## config.mk

```make
export PLATFORM = sky130hd
export DESIGN_NAME = lvmon_top
export DESIGN_NICKNAME = d
export VERILOG_FILES = /design/src/rtl/lvmon_pkg.sv /design/src/rtl/lvmon_publish.sv /design/src/rtl/lvmon_polarity.sv /design/src/rtl/lvmon_regs.sv /design/src/rtl/lvmon_top.sv
export SDC_FILE = /design/constraint.sdc
export NUM_CORES = 1
export LEC_CHECK = 0
export ABC_CLOCK_PERIOD_IN_PS = 1280
export BUFFER_PORTS_ARGS = -buffer_cell sky130_fd_sc_hd__buf_2
export CELL_PAD_IN_SITES_DETAIL_PLACEMENT = 0
export CELL_PAD_IN_SITES_GLOBAL_PLACEMENT = 1
export CORE_MARGIN = 4
export CORE_UTILIZATION = 33
export DETAILED_ROUTE_END_ITERATION = 8
export PLACE_DENSITY_LB_ADDON = 0.1
export SYNTH_ARGS = -nofsm -noshare
export SYNTH_HDL_FRONTEND = slang
export SYNTH_SLANG_ARGS = --single-unit
```

## constraint.sdc

```tcl
create_clock -name clk -period 1.28 [get_ports clk]
set_input_delay 0.128 -clock clk [delete_from_list [all_inputs] [get_ports clk]]
set_output_delay 0.128 -clock clk [all_outputs]
set_load 0.02 [all_outputs]
```

## src/rtl/lvmon_pkg.sv

```systemverilog
package lvmon_pkg;
    localparam int unsigned ADDR_W = 2;

    typedef enum logic [ADDR_W-1:0] {
        SEL_LEVEL = 2'd0,
        SEL_CTRL  = 2'd1,
        SEL_EVENT = 2'd2,
        SEL_SPARE = 2'd3
    } reg_sel_e;

    // Packed LSB-first: gie is bit 0, pmask bit 1, sq_off bit 2.
    typedef struct packed {
        logic sq_off;
        logic pmask;
        logic gie;
    } ctrl_t;

    localparam int unsigned CTRL_W = $bits(ctrl_t);
endpackage

```

## src/rtl/lvmon_publish.sv

```systemverilog
module lvmon_publish #(
    parameter int unsigned W    = 8,
    parameter int unsigned ZLIM = 3
) (
    input  logic         clk,
    input  logic         rst_n,
    input  logic         smp_valid,
    input  logic [W-1:0] smp_data,
    input  logic         sq_off,
    output logic [W-1:0] level_o
);
    localparam logic signed [W-1:0] LIM_POS = W'(ZLIM);
    localparam logic signed [W-1:0] LIM_NEG = -LIM_POS;

    typedef struct packed {
        logic [W-1:0] level;
    } st_t;

    st_t  st_d, st_q;
    logic in_band;
    logic [W-1:0] shaped;

    always_comb begin
        in_band = ($signed(smp_data) >= LIM_NEG) && ($signed(smp_data) <= LIM_POS);
        shaped  = (in_band && !sq_off) ? '0 : smp_data;
        st_d    = st_q;
        if (smp_valid) begin
            st_d.level = shaped;
        end
    end

    always_ff @(posedge clk or negedge rst_n) begin
        if (!rst_n) begin
            st_q <= '0;
        end else begin
            st_q <= st_d;
        end
    end

    assign level_o = st_q.level;

    a_r2_hold: assert property (@(posedge clk) disable iff (!rst_n)
        !smp_valid |=> $stable(level_o));
    a_r4_pass: assert property (@(posedge clk) disable iff (!rst_n)
        (smp_valid && sq_off) |=> (level_o == $past(smp_data)));
    a_r3_zero: assert property (@(posedge clk) disable iff (!rst_n)
        (smp_valid && !sq_off && ($signed(smp_data) > -4) && ($signed(smp_data) < 4))
        |=> (level_o == '0));
endmodule

```

## src/rtl/lvmon_polarity.sv

```systemverilog
module lvmon_polarity (
    input  logic clk,
    input  logic rst_n,
    input  logic sign_i,
    input  logic clr_i,
    output logic flag_o
);
    typedef struct packed {
        logic prev_sign;
        logic flag;
    } st_t;

    st_t  st_d, st_q;
    logic flip;

    always_comb begin
        flip           = sign_i ^ st_q.prev_sign;
        st_d.prev_sign = sign_i;
        // A fresh reversal overrides a clear on the same edge.
        st_d.flag      = flip | (st_q.flag & ~clr_i);
    end

    always_ff @(posedge clk or negedge rst_n) begin
        if (!rst_n) begin
            st_q <= '0;
        end else begin
            st_q <= st_d;
        end
    end

    assign flag_o = st_q.flag;

    a_r5_set: assert property (@(posedge clk) disable iff (!rst_n)
        (sign_i != st_q.prev_sign) |=> flag_o);
    a_r6_clear: assert property (@(posedge clk) disable iff (!rst_n)
        (clr_i && (sign_i == st_q.prev_sign)) |=> !flag_o);
    a_r6_sticky: assert property (@(posedge clk) disable iff (!rst_n)
        (flag_o && !clr_i) |=> flag_o);
    a_r5_quiet: assert property (@(posedge clk) disable iff (!rst_n)
        (!flag_o && (sign_i == st_q.prev_sign)) |=> !flag_o);
    a_r7_set_wins: assert property (@(posedge clk) disable iff (!rst_n)
        (clr_i && (sign_i != st_q.prev_sign)) |=> flag_o);
endmodule

```

## src/rtl/lvmon_regs.sv

```systemverilog
module lvmon_regs
    import lvmon_pkg::*;
#(
    parameter int unsigned W = 8
) (
    input  logic              clk,
    input  logic              rst_n,
    input  logic              wr_i,
    input  logic [ADDR_W-1:0] addr_i,
    input  logic [W-1:0]      wdata_i,
    input  logic [W-1:0]      level_i,
    input  logic              flag_i,
    output logic [W-1:0]      rdata_o,
    output ctrl_t             ctrl_o,
    output logic              clr_o
);
    typedef struct packed {
        ctrl_t ctrl;
    } st_t;

    st_t      st_d, st_q;
    reg_sel_e sel;
    logic     unused_wdata_hi;

    assign unused_wdata_hi = ^wdata_i[W-1:CTRL_W];

    always_comb begin
        sel  = reg_sel_e'(addr_i);
        st_d = st_q;
        if (wr_i && sel == SEL_CTRL) begin
            st_d.ctrl = ctrl_t'(wdata_i[CTRL_W-1:0]);
        end
    end

    always_comb begin
        clr_o = wr_i && (sel == SEL_EVENT) && !wdata_i[0];
    end

    always_comb begin
        unique case (sel)
            SEL_LEVEL: rdata_o = level_i;
            SEL_CTRL:  rdata_o = {{(W-CTRL_W){1'b0}}, st_q.ctrl};
            SEL_EVENT: rdata_o = {{(W-1){1'b0}}, flag_i};
            default:   rdata_o = '0;
        endcase
    end

    always_ff @(posedge clk or negedge rst_n) begin
        if (!rst_n) begin
            st_q <= '0;
        end else begin
            st_q <= st_d;
        end
    end

    assign ctrl_o = st_q.ctrl;

    a_r9_ctrl_wr: assert property (@(posedge clk) disable iff (!rst_n)
        (wr_i && addr_i == 2'd1) |=> (ctrl_o == ctrl_t'($past(wdata_i[CTRL_W-1:0]))));
    a_r9_ctrl_keep: assert property (@(posedge clk) disable iff (!rst_n)
        !(wr_i && addr_i == 2'd1) |=> $stable(ctrl_o));
endmodule

```

## src/rtl/lvmon_top.sv

```systemverilog
module lvmon_top
    import lvmon_pkg::*;
#(
    parameter int unsigned W    = 8,
    parameter int unsigned ZLIM = 3
) (
    input  logic              clk,
    input  logic              rst_n,
    input  logic              smp_valid,
    input  logic [W-1:0]      smp_data,
    input  logic              reg_wr,
    input  logic [ADDR_W-1:0] reg_addr,
    input  logic [W-1:0]      reg_wdata,
    output logic [W-1:0]      reg_rdata,
    output logic              irq_n
);
    ctrl_t        ctrl;
    logic [W-1:0] level;
    logic         flag;
    logic         clr;

    lvmon_publish #(.W(W), .ZLIM(ZLIM)) publish_i (
        .clk       (clk),
        .rst_n     (rst_n),
        .smp_valid (smp_valid),
        .smp_data  (smp_data),
        .sq_off    (ctrl.sq_off),
        .level_o   (level)
    );

    lvmon_polarity polarity_i (
        .clk    (clk),
        .rst_n  (rst_n),
        .sign_i (level[W-1]),
        .clr_i  (clr),
        .flag_o (flag)
    );

    lvmon_regs #(.W(W)) regs_i (
        .clk     (clk),
        .rst_n   (rst_n),
        .wr_i    (reg_wr),
        .addr_i  (reg_addr),
        .wdata_i (reg_wdata),
        .level_i (level),
        .flag_i  (flag),
        .rdata_o (reg_rdata),
        .ctrl_o  (ctrl),
        .clr_o   (clr)
    );

    always_comb begin
        irq_n = ~(flag & ctrl.gie & ctrl.pmask);
    end

    a_r8_gated: assert property (@(posedge clk) disable iff (!rst_n)
        !(ctrl.gie && ctrl.pmask) |-> irq_n);
    a_r8_needs_flag: assert property (@(posedge clk) disable iff (!rst_n)
        !flag |-> irq_n);
endmodule

```

==> qor.csv, run 1 <==
stage;metric;value;unit
status;status;finished, final reports clean;
placement;GPL Wtd Cong;0.775;
final_layout;Nets;113;
clocking;Clock Pin Slew Worst Setup and Hold Paths;80;ps
power;PwrDens;1100;nW/µm²
placement;pre-CTS setup slack;131;ps
synth;post-synthesis mux area share;0.210;
min_path;Worst Hold Class;in2reg;
power;peak supply drop;726;µV
synth;Synth Net Count;82;
min_path;hold path depth;2;
synth;Yosys warning total;0;
power;Power Total;970;µW
final_layout;Post-Layout Cell Count;117;
synth;Adder-Cell Fraction of Synth Area;0;
setup_path;Critical Path RT;1150;ps
clocking;htree depth;1;
synth;post-synthesis cell count;60;
route;Vias/cell;4.50;
timing;Final setup viols;0;
setup_path;Reg2Reg Launch Point;regs_i.ctrl_o[2];
placement;Post-DP Area;842;µm²
synth;mapped cell area;684;µm²
power;sw frac;0.281;
final_layout;most frequent cells in the layout;24 x buf_2, 13 x dfrtp_1, 11 x mux2i_1, 11 x nor2_1, 5 x and2_1;
placement;PortBufs;25;
floorplan;Die Footprint;2870;µm²
timing;hold slack;84.6;ps
synth;Seq/Total Area, Yosys;0.475;
final_layout;share of cells above drive strength 1;0.400;
global_routing;vias in the first global route;555;
route;Remaining DRCs;0;
route;final WL;1450;µm
timing;Final TNS setup;0;ps
run;max_cap viols;0;
global_routing;initial antenna violation count;0;
route;DR pass1 iterations;3;
setup_path;Crit Path Class;reg2out;
floorplan;die height;53.5;µm
final_layout;post-route cell area;885;µm²
setup_path;RR Endpoint;publish_i.level_o[1];
timing;final worst path period share;0.972;
floorplan;Die Wd;53.5;µm
clocking;setup bufs post-CTS;0;
setup_path;Data arrival, critical path;1120;ps
route;routed wire length per instance;12.4;µm
final_layout;most common cell after layout, fill and taps aside;buf_2;
clocking;CTS sink count;13;
timing;crit path time final;1240;ps
placement;dpl hpwl;1170;µm
power;Int Power;698;µW
min_path;hold path start;reg_wdata[1];
clocking;insertion delay to the later sink of the worst-skew pair;270;ps
synth;main combinational cell family by area after synthesis;simple AND/OR/NAND/NOR gates;
timing;RSZ-0062 raised after global routing;yes;
setup_path;Slowest-stage cell, CP;dfrtp_1;
setup_path;CP max FO;3;
synth;compound-cell area share of the yosys netlist;0.0146;
timing;worst slew pin tran;338;ps
power;leak pwr;0.453;nW
setup_path;CP peak stage delay;390;ps
min_path;Hold Crit Endpoint;regs_i.ctrl_o[1];
power;sequential cell fraction of total power;0.507;
clocking;Num CTS Buffers;3;
clocking;Clock Path Buffers;2;
synth;Synth Area in Simple Gates;0.258;
clocking;CTS tree;yes;
route;DR vias;527;
setup_path;type of origin of the critical path;register;
global_routing;gr usage total;0.124;
floorplan;Starting Density;0.349;
placement;dpl cells;112;
setup_path;worst reg2reg path depth;3;
global_routing;largest net degree at the start of global routing;14;
setup_path;reg2reg setup slack;190;ps
timing;Setup WS post-layout;35.4;ps
global_routing;Remaining Overflow, GRT;0;
route;Post-DRT Antenna Nets;0;
setup_path;Crit. End Element;output port;
timing;Slew headroom;0.774;
synth;Synth Register Bits;13;
power;Comb pwr share;0.240;
final_layout;Area Growth Syn to Fin;29.3;%
power;Clk pwr share;0.253;
timing;Slew Limit Fails;0;
floorplan;I/O pin count;31;
synth;mean area per synthesized cell;11.4;µm²
synth;XOR/XNOR Fraction of Synth Area;0.0128;
route;DR iter-0 viols;3;
final_layout;final design utilization;0.451;
timing;final hold vios;0;
timing;clk_skew;3.30;ps
clocking;CTS Root Cell;clkbuf_4;
global_routing;global-route wire length before repair;2530;µm
timing;Fmax achieved;0.803;GHz
synth;Synth cell types;19;
floorplan;core area;1960;µm²
floorplan;Placement Rows;16;
power;Net Sw Power;272;µW
final_layout;final antenna diode count;0;
setup_path;crit-path cells;buf_6 -> mux2i_1 -> nor2_1 -> buf_4;
-- area by class of cell --
cell class / instances / area, µm²
timing repair buffer: 28 / 156
multi-input combinational: 44 / 339
fill: 227 / 1080
clock buffer: 4 / 26.3
sequential: 13 / 325
tap: 27 / 33.8
inverter: 1 / 3.75
-- cell usage after synthesis --
library cell  count  area, µm²
nand4_1           1       6.26
o21ai_0           2       10.0
nand3_1           1       5.00
and4b_2           1       11.3
mux2_2            3       33.8
mux2i_1          11        110
nor2_1           11       41.3
buf_2             1       5.00
nand3b_1          2       15.0
dfrtp_1          13        325
nor4_1            1       6.26
inv_1             1       3.75
nor3_1            2       10.0
nor3_4            1       16.3
xnor2_1           1       8.76
and2_1            5       31.3
nor4bb_1          1       10.0
nand4b_4          1       23.8
buf_6             1       11.3
-- per-layer routing --
metal  part of all wire  GRT usage
met1               0.49      0.170
met2               0.43      0.182
met3              0.078     0.0526
met4             0.0048     0.0255
met5                  0          0
-- worst max-delay path by stage --
stage                           endpoint             start
global placement    publish_i.level_o[1]  regs_i.ctrl_o[2]
floorplan           publish_i.level_o[0]  regs_i.ctrl_o[2]
global route                reg_rdata[2]  regs_i.ctrl_o[2]
CTS                         reg_rdata[2]  regs_i.ctrl_o[2]
finish                      reg_rdata[2]  regs_i.ctrl_o[2]
detailed placement  publish_i.level_o[1]  regs_i.ctrl_o[2]
-- logic make-up after synthesis --
| kind of cell | count (synthesis) |
|---|---|
| flip-flops | 13 |
| AND/OR/NAND/NOR | 27 |
| AO/OA/AOI/OAI | 2 |
| buffers and inverters | 3 |
| XOR/XNOR | 1 |
| multiplexers | 14 |
-- registers in the layout, indices dropped and copies added (netlist names) --
register	flops
polarity_i.st_q	1
regs_i.ctrl_o	3
polarity_i.flag_o	1
publish_i.level_o	8
-- worst max-delay path, delay by kind of cell (launching register included) --
kind	cells	cell delay (ps)
DFF	1	390
buffers and inverters	2	270
muxes	1	130
and+or+nand+nor	1	60
-- what timing repair did --
action	in CTS	in global routing
resized for setup	0	2
hold buffers	1	0
hold endpoints to repair	13	0
endpoints found under the setup margin	0	1
-- power groups by stage --
| stage | Combinational (mW) | Clock (mW) | Sequential, mW |
|---|---|---|---|
| CTS | 0.232 | 0.261 | 0.491 |
| finish | 0.233 | 0.246 | 0.491 |
| global placement | 0.227 | 0 | 0.498 |
| global route | 0.262 | 0.280 | 0.499 |
| detailed placement | 0.230 | 0 | 0.499 |
| floorplan | 0.141 | 0 | 0.491 |
No activity file was read; power rests on OpenSTA's default activity.
==> run 2: changes to the inputs <==
==> constraint.sdc (replaced) <==
create_clock -name clk -period 1.28 [get_ports clk]
set_input_delay 0.128 -clock clk [delete_from_list [all_inputs] [get_ports clk]]
set_output_delay 0.128 -clock clk [all_outputs]
set_load 0.05 [all_outputs]
==> qor.csv, run 2 (synthesis results as in run 1) <==
stage;metric;value;unit;change
setup_path;Slowest-stage cell, CP;dfrtp_1;;
min_path;hold path depth;2;;unchanged
setup_path;worst reg2reg path depth;3;;unchanged
route;routed wire length per instance;12.8;µm;+3.4%
clocking;Clock Path Buffers;2;;unchanged
setup_path;crit path buf inv count;0;;-2
route;Post-DRT Antenna Nets;0;;unchanged
setup_path;Crit Path Class;reg2reg;;
global_routing;gr usage total;0.136;;+0.0117
timing;clk_skew;0.473;ps;-2.82 ps
timing;worst slew pin tran;356;ps;+17.6 ps
power;peak supply drop;570;µV;-21%
power;PwrDens;1150;nW/µm²;+5.3%
setup_path;Data arrival, critical path;1340;ps;+220 ps
final_layout;number of flip-flops in the largest register;8;;unchanged
floorplan;Placement Rows;16;;unchanged
timing;RSZ-0062 raised after global routing;no;;
final_layout;Nets;113;;unchanged
setup_path;Reg2Reg Launch Point;regs_i.ctrl_o[2];;
clocking;setup bufs post-CTS;0;;unchanged
placement;PortBufs;25;;unchanged
setup_path;type of origin of the critical path;register;;
global_routing;global-route wire length before repair;2750;µm;+9.0%
final_layout;most frequent cells in the layout;22 x buf_2, 13 x dfrtp_1, 11 x mux2i_1, 11 x nor2_1, 5 x and2_1;;
route;DR iter-0 viols;8;;+5
placement;dpl hpwl;1220;µm;+4.1%
setup_path;RR Endpoint;publish_i.level_o[1];;
floorplan;I/O pin count;31;;unchanged
setup_path;CP peak stage delay;410;ps;+20 ps
setup_path;Crit. End Element;register;;
clocking;Clock Pin Slew Worst Setup and Hold Paths;80;ps;about the same
power;leak pwr;0.455;nW;+0.39%
final_layout;Area Growth Syn to Fin;30.5;%;
status;status;finished, final reports clean;;
floorplan;core area;1960;µm²;unchanged
power;Power Total;1.03;mW;+6.3%
setup_path;reg2reg setup slack;90;ps;-100 ps
setup_path;crit-path cells;nand4b_4 -> nor3_4 -> nor3_1;;
setup_path;CP max FO;8;;+5
timing;Final TNS setup;0;ps;unchanged
run;max_cap viols;0;;unchanged
global_routing;vias in the first global route;592;;+6.7%
min_path;Worst Hold Class;in2reg;;
route;Vias/cell;4.56;;+1.3%
floorplan;Die Wd;53.5;µm;unchanged
final_layout;share of cells above drive strength 1;0.400;;unchanged
route;DR vias;534;;+1.3%
setup_path;Critical Path RT;1420;ps;+270 ps
timing;Slew headroom;0.762;;-0.0118
global_routing;largest net degree at the start of global routing;14;;unchanged
global_routing;Remaining Overflow, GRT;0;;unchanged
timing;Setup WS post-layout;86.3;ps;+50.9 ps
final_layout;most common cell after layout, fill and taps aside;buf_2;;
clocking;Num CTS Buffers;3;;unchanged
timing;crit path time final;1190;ps;-50.9 ps
min_path;Hold Crit Endpoint;regs_i.ctrl_o[1];;
clocking;insertion delay to the later sink of the worst-skew pair;270;ps;about the same
final_layout;Filler cells;230;;+1.3%
timing;final worst path period share;0.933;;-0.0398
timing;Final setup viols;0;;unchanged
clocking;CTS tree;yes;;
min_path;hold path start;reg_wdata[1];;
floorplan;Die Footprint;2870;µm²;unchanged
timing;Fmax achieved;0.838;GHz;+4.3%
clocking;htree depth;1;;unchanged
timing;final hold vios;0;;unchanged
placement;GPL Wtd Cong;0.771;;-0.54%
route;final WL;1500;µm;+3.4%
clocking;CTS sink count;13;;unchanged
route;Remaining DRCs;0;;unchanged
route;DR pass1 iterations;4;;+1
clocking;CTS Root Cell;clkbuf_4;;
setup_path;cell family with most CP delay;simple AND/OR/NAND/NOR gates;;
placement;pre-CTS setup slack;111;ps;-20.1 ps
timing;Slew Limit Fails;0;;unchanged
floorplan;die height;53.5;µm;unchanged
floorplan;Starting Density;0.349;;unchanged
global_routing;initial antenna violation count;0;;unchanged
final_layout;final antenna diode count;0;;unchanged
==> run 2: how the worst max path moves through the flow <==
stage / from / end / cells past startpoint
global route: regs_i.ctrl_o[0] / reg_rdata[0] / 3
CTS: polarity_i.flag_o / reg_rdata[0] / 3
global placement: regs_i.ctrl_o[2] / publish_i.level_o[1] / 3
detailed placement: regs_i.ctrl_o[2] / publish_i.level_o[1] / 3
floorplan: regs_i.ctrl_o[0] / reg_rdata[0] / 2
finish: regs_i.ctrl_o[2] / publish_i.level_o[1] / 3
==> run 2: metal layers <==
metal  wire length (µm)  part of all wire  GRT usage  vias up
met1                725              0.48      0.188      244
met5                  0                 0          0        -
met2                690              0.46      0.204       14
met3                 69             0.046     0.0249        2
li1                   -                 -          -      274
met4                 13            0.0087     0.0638        0
==> run 2: layout make-up <==
type                       instances  area (µm²)  area share
multi-input combinational         44         339       0.380
clock buffer                       4        26.3      0.0294
inverter                           1        3.75     0.00420
sequential                        13         325       0.364
timing repair buffer              28         165       0.185
tap                               27        33.8      0.0378
==> run 2: what timing repair did <==
item,4_1_cts,5_1_grt
hold buffers,1,0
endpoints found under the setup margin,1,2
hold endpoints to repair,13,0
gates resized for setup,2,5
pin swaps,1,0
==> run 2: stage by stage <==
step / cells / hold WS, ps / instance area, µm² / utilization
after CTS: 117 / 78.0 / 885 / 0.451
after detailed placement: 113 / 31.7 / 850 / 0.433
after global routing: 117 / 95.4 / 893 / 0.455
after floorplan: 60 / -168 / 684 / -
final: 117 / 86.1 / 893 / 0.455
after global placement: 113 / 37.2 / 850 / 0.433
==> run 2: where the power goes <==
| group | internal, mW | switching (mW) |
|---|---|---|
| combinational | 0.118 | 0.174 |
| clock | 0.121 | 0.127 |
| sequential | 0.460 | 0.0326 |
==> run 2: worst register-to-register path: stages (launching register included) <==
cell	delay (ps)
dfrtp_1	410
nand4b_4	190
nor3_4	370
nor3_1	110
==> run 3: changes to the inputs <==
--- a/config.mk
+++ b/config.mk
@@ -7,12 +7,14 @@
 export LEC_CHECK = 0
 export ABC_CLOCK_PERIOD_IN_PS = 1280
 export BUFFER_PORTS_ARGS = -buffer_cell sky130_fd_sc_hd__buf_2
+export CAP_MARGIN = 20
 export CELL_PAD_IN_SITES_DETAIL_PLACEMENT = 0
 export CELL_PAD_IN_SITES_GLOBAL_PLACEMENT = 1
 export CORE_MARGIN = 4
 export CORE_UTILIZATION = 33
 export DETAILED_ROUTE_END_ITERATION = 8
-export PLACE_DENSITY_LB_ADDON = 0.1
+export PLACE_DENSITY = 0.75
+export REMOVE_ABC_BUFFERS = 1
 export SYNTH_ARGS = -nofsm -noshare
 export SYNTH_HDL_FRONTEND = slang
 export SYNTH_SLANG_ARGS = --single-unit
==> qor.csv, run 3 (synthesis results as in run 1) <==
stage;metric;value;unit;change
final_layout;Post-Layout Cell Count;116;;-0.85%
timing;Slew headroom;0.771;;+0.00859
timing;Final setup viols;0;;unchanged
global_routing;global-route wire length before repair;2380;µm;-14%
status;status;finished, final reports clean;;
floorplan;core area;1960;µm²;unchanged
placement;dpl hpwl;1110;µm;-9.0%
final_layout;Area Growth Syn to Fin;28.5;%;
timing;Fmax achieved;0.830;GHz;-0.89%
clocking;Num CTS Buffers;3;;unchanged
timing;final worst path period share;0.941;;+0.00838
final_layout;number of flip-flops in the largest register;8;;unchanged
final_layout;Nets;112;;-0.88%
final_layout;final design utilization;0.448;;-0.00701
route;Remaining DRCs;0;;unchanged
clocking;CTS Root Cell;clkbuf_4;;
min_path;Worst Hold Class;in2reg;;
global_routing;gr usage total;0.115;;-0.0207
clocking;htree depth;1;;unchanged
clocking;CTS sink count;13;;unchanged
route;Vias/cell;4.59;;+0.67%
placement;GPL Wtd Cong;0.738;;-4.3%
floorplan;I/O pin count;31;;unchanged
global_routing;vias in the first global route;529;;-11%
power;Power Total;1.03;mW;+0.11%
final_layout;post-route cell area;880;µm²;-1.5%
final_layout;final antenna diode count;0;;unchanged
final_layout;share of cells above drive strength 1;0.393;;-0.00674
floorplan;Placement Rows;16;;unchanged
floorplan;Die Footprint;2870;µm²;unchanged
clocking;setup bufs post-CTS;0;;unchanged
global_routing;Remaining Overflow, GRT;0;;unchanged
setup_path;Data arrival, critical path;1080;ps;-260 ps
power;peak supply drop;469;µV;-18%
route;Post-DRT Antenna Nets;0;;unchanged
route;routed wire length per instance;12.4;µm;-3.6%
power;PwrDens;1170;nW/µm²;+1.7%
timing;Slew Limit Fails;0;;unchanged
placement;dpl cells;111;;-1.8%
global_routing;largest net degree at the start of global routing;14;;unchanged
floorplan;Starting Density;0.349;;unchanged
route;DR pass1 iterations;4;;unchanged
global_routing;initial antenna violation count;0;;unchanged
timing;clk_skew;3.18;ps;+2.71 ps
timing;final hold vios;0;;unchanged
timing;hold slack;75.8;ps;-10.2 ps
floorplan;Die Wd;53.5;µm;unchanged
power;leak pwr;0.449;nW;-1.3%
route;final WL;1430;µm;-4.5%
run;max_cap viols;0;;unchanged
clocking;insertion delay to the later sink of the worst-skew pair;270;ps;about the same
setup_path;Critical Path RT;1150;ps;-270 ps
route;DR iter-0 viols;2;;-6
timing;worst slew pin tran;343;ps;-12.8 ps
placement;PortBufs;25;;unchanged
setup_path;CP max FO;3;;-5
route;DR vias;533;;-0.19%
final_layout;Filler cells;217;;-5.7%
placement;Post-DP Area;835;µm²;-1.8%
final_layout;multi-input logic area;339;µm²;unchanged
setup_path;type of origin of the critical path;register;;
final_layout;most frequent cells in the layout;23 x buf_2, 13 x dfrtp_1, 11 x mux2i_1, 11 x nor2_1, 5 x and2_1;;
final_layout;most common cell after layout, fill and taps aside;buf_2;;
setup_path;Crit. End Element;output port;;
final_layout;Register Area;325;µm²;unchanged
clocking;Clock Path Buffers;2;;unchanged
floorplan;die height;53.5;µm;unchanged
timing;crit path time final;1200;ps;+10.7 ps
clocking;Clock Pin Slew Worst Setup and Hold Paths;80;ps;about the same
setup_path;Crit Path Class;reg2out;;
clocking;CTS tree;yes;;
[run 3: final cells by class]
| cell class | count | area share |
|---|---|---|
| Inverter | 1 | 0.00427 |
| Multi-Input combinational cell | 44 | 0.385 |
| Timing Repair Buffer | 27 | 0.172 |
| Clock buffer | 4 | 0.0299 |
| Sequential cell | 13 | 0.370 |
| Tap cell | 27 | 0.0384 |
[run 3: critical path, cell delays in order (launching register included)]
cell and delay, ps:
dfrtp_1 380, mux2i_1 80, nor2_1 80, buf_2 260
[run 3: final timing paths]
path                       slack (ps)  cells after the start                   end                  from
setup reg to reg                  160                      3  publish_i.level_o[1]      regs_i.ctrl_o[2]
min in group asynchronous         270                      2    polarity_i.st_q[1]                 rst_n
setup / recovery                   80                      3          reg_rdata[1]      regs_i.ctrl_o[1]
hold / removal                     80                      2      regs_i.ctrl_o[1]          reg_wdata[1]
max in group asynchronous         780                      2  publish_i.level_o[1]                 rst_n
hold reg to reg                   450                      0    polarity_i.st_q[1]  publish_i.level_o[7]
[run 3: what timing repair did]
item | 4_1_cts | 5_1_grt
pin swaps | 0 | 1
endpoints found under the setup margin | 1 | 5
hold endpoints to repair | 13 | 0
gates resized for setup | 1 | 4
cloned | 0 | 0
hold buffers | 1 | 0
[run 3: per-layer routing]
metal  global-route usage  up-vias  share of wire
met2                0.186       14           0.48
met4               0.0638        0          0.012
li1                     -      268              -
met5                    0        -              0
met1                0.151      249           0.45
met3               0.0111        2          0.057
[run 3: metrics by stage]
| stage | setup TNS [ps] | setup WS (ps) |
|---|---|---|
| floorplan | -338 | -338 |
| global placement | 0 | 113 |
| detailed placement | 0 | 96.0 |
| CTS | 0 | 25.7 |
| global route | -9.81 | -9.81 |
| finish | 0 | 75.6 |
[run 3: power by group]
| group | internal, mW | switching (mW) | leakage [nW] |
|---|---|---|---|
| Sequential | 0.460 | 0.0330 | 0.150 |
| Clock | 0.121 | 0.135 | 0.0150 |
| Combinational | 0.112 | 0.172 | 0.284 |
